===== src/rtl/tdm_qsub_pkg.sv =====
package tdm_qsub_pkg;
  localparam int FIELD_W  = 3;
  localparam int NUM_QUAD = 4;
  localparam int QUAD_W   = 2;

  typedef enum logic [1:0] {
    ACT_KEEP_LO = 2'b00,
    ACT_KEEP_HI = 2'b01,
    ACT_MSB     = 2'b10,
    ACT_LSB     = 2'b11
  } act_e;

  typedef struct packed {
    logic enable;
    logic lsb_sel;
    logic value;
  } code_t;
endpackage


===== src/rtl/qsub_cfg_reg.sv =====
module qsub_cfg_reg #(
  parameter int CTRL_W = 16,
  parameter int USED_W = 12
) (
  input  logic              clk,
  input  logic              rst,
  input  logic              we,
  input  logic [CTRL_W-1:0] wdata,
  output logic [USED_W-1:0] word,
  output logic [CTRL_W-1:0] rdata
);
  localparam int PAD_W = CTRL_W - USED_W;

  always_ff @(posedge clk) begin
    if (rst) begin
      word <= '0;
    end else if (we) begin
      word <= wdata[USED_W-1:0];
    end
  end

  assign rdata = {{PAD_W{1'b0}}, word};
endmodule


===== src/rtl/qsub_quad_sel.sv =====
module qsub_quad_sel #(
  parameter int CHAN_W    = 8,
  parameter int RATE_W    = 2,
  parameter int BASE_LOG2 = 5,
  parameter int QUAD_W    = 2
) (
  input  logic [CHAN_W-1:0] chan,
  input  logic [RATE_W-1:0] rate,
  output logic [QUAD_W-1:0] quad
);
  localparam int NUM_RATES = 1 << RATE_W;

  logic [QUAD_W-1:0] cand [NUM_RATES];

  genvar r;
  generate
    for (r = 0; r < NUM_RATES; r++) begin : g_rate
      assign cand[r] = chan[BASE_LOG2 + r - 1 -: QUAD_W];
    end
  endgenerate

  assign quad = cand[rate];
endmodule


===== src/rtl/qsub_bit_force.sv =====
module qsub_bit_force
  import tdm_qsub_pkg::*;
#(
  parameter int DATA_W = 8
) (
  input  code_t             code,
  input  logic [DATA_W-1:0] din,
  output logic [DATA_W-1:0] dout
);
  act_e act;

  always_comb begin
    act  = act_e'({code.enable, code.lsb_sel});
    dout = din;
    unique case (act)
      ACT_MSB: dout[DATA_W-1] = code.value;
      ACT_LSB: dout[0]        = code.value;
      default: dout           = din;
    endcase
  end
endmodule


===== src/rtl/tdm_qsub.sv =====
module tdm_qsub
  import tdm_qsub_pkg::*;
#(
  parameter int DATA_W    = 8,
  parameter int CHAN_W    = 8,
  parameter int RATE_W    = 2,
  parameter int BASE_LOG2 = 5,
  parameter int CTRL_W    = 16
) (
  input  logic              clk,
  input  logic              rst,
  input  logic              in_valid,
  input  logic [CHAN_W-1:0] in_chan,
  input  logic [RATE_W-1:0] in_rate,
  input  logic [DATA_W-1:0] in_byte,
  input  logic              cfg_we,
  input  logic [CTRL_W-1:0] cfg_wdata,
  output logic [CTRL_W-1:0] cfg_rdata,
  output logic              out_valid,
  output logic [DATA_W-1:0] out_byte
);
  localparam int USED_W = FIELD_W * NUM_QUAD;

  logic [USED_W-1:0] word;
  logic [QUAD_W-1:0] quad;
  code_t             fields [NUM_QUAD];
  code_t             sel_code;
  logic [DATA_W-1:0] forced;

  qsub_cfg_reg #(.CTRL_W(CTRL_W), .USED_W(USED_W)) u_cfg (
    .clk(clk), .rst(rst), .we(cfg_we), .wdata(cfg_wdata),
    .word(word), .rdata(cfg_rdata)
  );

  qsub_quad_sel #(.CHAN_W(CHAN_W), .RATE_W(RATE_W),
                  .BASE_LOG2(BASE_LOG2), .QUAD_W(QUAD_W)) u_quad (
    .chan(in_chan), .rate(in_rate), .quad(quad)
  );

  genvar q;
  generate
    for (q = 0; q < NUM_QUAD; q++) begin : g_field
      assign fields[q] = code_t'(word[q*FIELD_W +: FIELD_W]);
    end
  endgenerate

  assign sel_code = fields[quad];

  qsub_bit_force #(.DATA_W(DATA_W)) u_force (
    .code(sel_code), .din(in_byte), .dout(forced)
  );

  always_ff @(posedge clk) begin
    if (rst) begin
      out_valid <= 1'b0;
      out_byte  <= '0;
    end else begin
      out_valid <= in_valid;
      if (in_valid) out_byte <= forced;
    end
  end
endmodule


===== config.mk =====
export PLATFORM = sky130hd
export DESIGN_NAME = tdm_qsub
export DESIGN_NICKNAME = d
export VERILOG_FILES = /design/src/rtl/tdm_qsub_pkg.sv /design/src/rtl/qsub_cfg_reg.sv /design/src/rtl/qsub_quad_sel.sv /design/src/rtl/qsub_bit_force.sv /design/src/rtl/tdm_qsub.sv
export SDC_FILE = /design/constraint.sdc
export NUM_CORES = 1
export LEC_CHECK = 0
export BUFFER_PORTS_ARGS = -buffer_cell sky130_fd_sc_hd__buf_2
export CAP_MARGIN = 20
export CORE_MARGIN = 4
export CORE_UTILIZATION = 43
export CTS_CLUSTER_DIAMETER = 60
export DETAILED_ROUTE_END_ITERATION = 7
export PLACE_DENSITY = 0.85
export SETUP_SLACK_MARGIN = 0.5
export SYNTH_ARGS = -nofsm -noshare
export SYNTH_HDL_FRONTEND = slang
export SYNTH_SLANG_ARGS = --single-unit

===== constraint.sdc =====
create_clock -name clk -period 2.3 [get_ports clk]
set_input_delay 0.345 -clock clk [delete_from_list [all_inputs] [get_ports clk]]
set_output_delay 0.345 -clock clk [all_outputs]
set_load 0.01 [all_outputs]

==> impl_metrics.tcl <==
set metrics [dict create \
    synth_common_cells "nor2_1, mux2i_1, dfxtp_1, buf_4" \
    grt_pass1_vias 978 \
    start_util_pct 44.80 \
    postSynthCellCount 117 \
    synth.most_common_cell "nor2_1" \
    max_slew_margin_pct 62.78 \
    numCtsBuffers 3 \
    ys_seq_area_share_pct 38.23 \
    critPathArrivalTime_ns 1.95 \
    finalSetupTns_ns 0 \
    fmax_ghz 0.5926 \
    dp_worst_setup_slack_ns 0.3132 \
    synth_edf_count 0 \
    crit_path_end_kind "flip-flop" \
    antenna_cells 0 \
    htree_levels 1 \
    p_per_area_nw_per_um2 555.9 \
    synth_top_area_share_pct 38.23 \
    area_growth_pct 23.66 \
    finalCritPeriodShare_pct 73.37 \
    clk_pin_slew_ns 0.12 \
    synth_top_area_cell "dfxtp_1" \
    placed_cell_area_um2 1333 \
    die-area_um2 3431 \
    required_ns 2.56 \
    row_count 18 \
    ys_ff_latch 21 \
    cts_num_sinks 21 \
    hold_path.class "in2reg" \
    worst_slew_pin_slew_ns 0.5428 \
    ys_types 32 \
    maxCapViolations 0 \
    viasPerCell 5.144 \
    gp_congestion 0.7466 \
    cts_tree "yes" \
    cts_hold_buf 0 \
    final_cells 195 \
    cp-start-kind "input port" \
    antenna_found_initial 0 \
    clock_latency_ns 0.31 \
    drv_slew 0 \
    drc 0 \
    post-route-min-period_ns 1.688 \
    cellLeakagePower_uw 0.0007103 \
    status "finished clean" \
    layout-drive-gt1-share_pct 39.39 \
    final_nets 204 \
    worstSetupPathType "in2reg" \
    grt_usage_pct 16.06 \
    final_util_pct 55.40 \
    drt-total-wl_um 2626 \
    clockBufferDepth 2 \
    die_y_um 58.58 \
    syn_area_per_cell_um2 9.400 \
    num_vias 1003 \
    grt_max_degree 22 \
    setup_violations 0 \
    cp_max_fo 9 \
    wl_per_cell_um 13.47 \
    stdcell_area_um2 1360 \
    synth_area_leaders "dfxtp_1, mux2i_1, nor2_1" \
    drt_iter0_drc 9 \
    hold_viol_final 0 \
    cts_setup_buffers 0 \
    port-buffer-count 51 \
    cts_resized 0 \
    grt_pass1_wl_um 4257 \
    ios 63 \
    ir_drop_mv 0.3566 \
    drt_first_pass_iters 4 \
    ys_async_sr_fraction_pct 0 \
    synth_area_um2 1100 \
    ys.flop_type "dfxtp_1" \
    ant_nets 0 \
    fin_ws_ns 0.6124 \
    grt-ovfl-total 0 \
    dieWidth_um 58.58 \
    skew_ns 0.005675 \
    dp_hpwl_um 2098 \
    cts_root_buf "clkbuf_4" \
    coreArea_um2 2455 \
    dp_cells 191 \
    yosys_warnings 0 \
    grt_setup_unrepaired "no" \
]
==> cells by family (layout without fill, tap and decap cells) <==
group / count (synthesis) / in the layout / synth area share, %
AO/OA/AOI/OAI: 18 / 18 / 14.11
AND/OR/NAND/NOR: 38 / 38 / 16.04
other: 1 / 4 / 0.3410
buffers and inverters: 14 / 59 / 7.850
flip-flops: 21 / 21 / 38.22
multiplexers: 25 / 25 / 23.44
==> power by group <==
part           internal (uW)  switching [uW]  leakage, uW
logic                   82.3            89.3     0.000519
registers                387            16.5     0.000174
clock network           65.1             116    0.0000177
total                    534             222     0.000710
==> area by class of cell <==
type | instances | area, um2
tap | 30 | 37.54
inverter | 4 | 15.01
timing repair buffer | 51 | 255.2
fill | 225 | 1095
sequential | 21 | 420.4
clock buffer | 3 | 22.52
clock inverter | 1 | 5.005
multi-input combinational | 85 | 604.3
==> cells in the final DEF, fill, tap and decap left out, types with 3 or more instances in the layout <==
cell,count
conb_1,4
clkbuf_4,3
mux2i_1,22
buf_2,51
nand2_1,4
dfxtp_1,21
a221oi_1,3
nor2_1,24
inv_1,4
a22o_2,3
==> per-layer routing <==
layer | GRT usage [%] | vias up | wire length [um]
met1 | 18.18 | 454 | 1030
met3 | 4.167 | 4 | 185
met2 | 29.03 | 37 | 1375
met5 | 0 | - | 0
met4 | 5.502 | 0 | 34
li1 | - | 508 | -
==> state kept, by name, summed over array words and instances (netlist names) <==
signal      cells
u_cfg.word     12
out_byte        8
out_valid       1
==> path summary, 6_finish.rpt <==
kind,start,to,slack (ns),cells after the start
worst min-delay path,cfg_wdata[4],u_cfg.word[4],0.26,3
worst min register to register,out_byte[4],out_byte[4],0.51,2
worst max-delay path,in_rate[1],out_byte[7],0.61,7
worst max register to register,u_cfg.word[5],out_byte[7],0.99,4
==> critical path, cell delays in order <==
cell and delay [ns]:
buf_2 0.18, mux2_4 0.34, and2_4 0.17, a22o_2 0.27
a221oi_1 0.39, o221ai_1 0.18, nand2_1 0.07
==> stage by stage <==
step | total power [uW] | hold slack (ns)
after floorplan | 524.2 | 0.4922
after global placement | 575.1 | 0.4704
after detailed placement | 583.6 | 0.4821
after CTS | 762.7 | 0.2526
after global routing | 796.3 | 0.2696
final | 756.0 | 0.2577
Note: power is estimated with default switching activity, not from simulation.
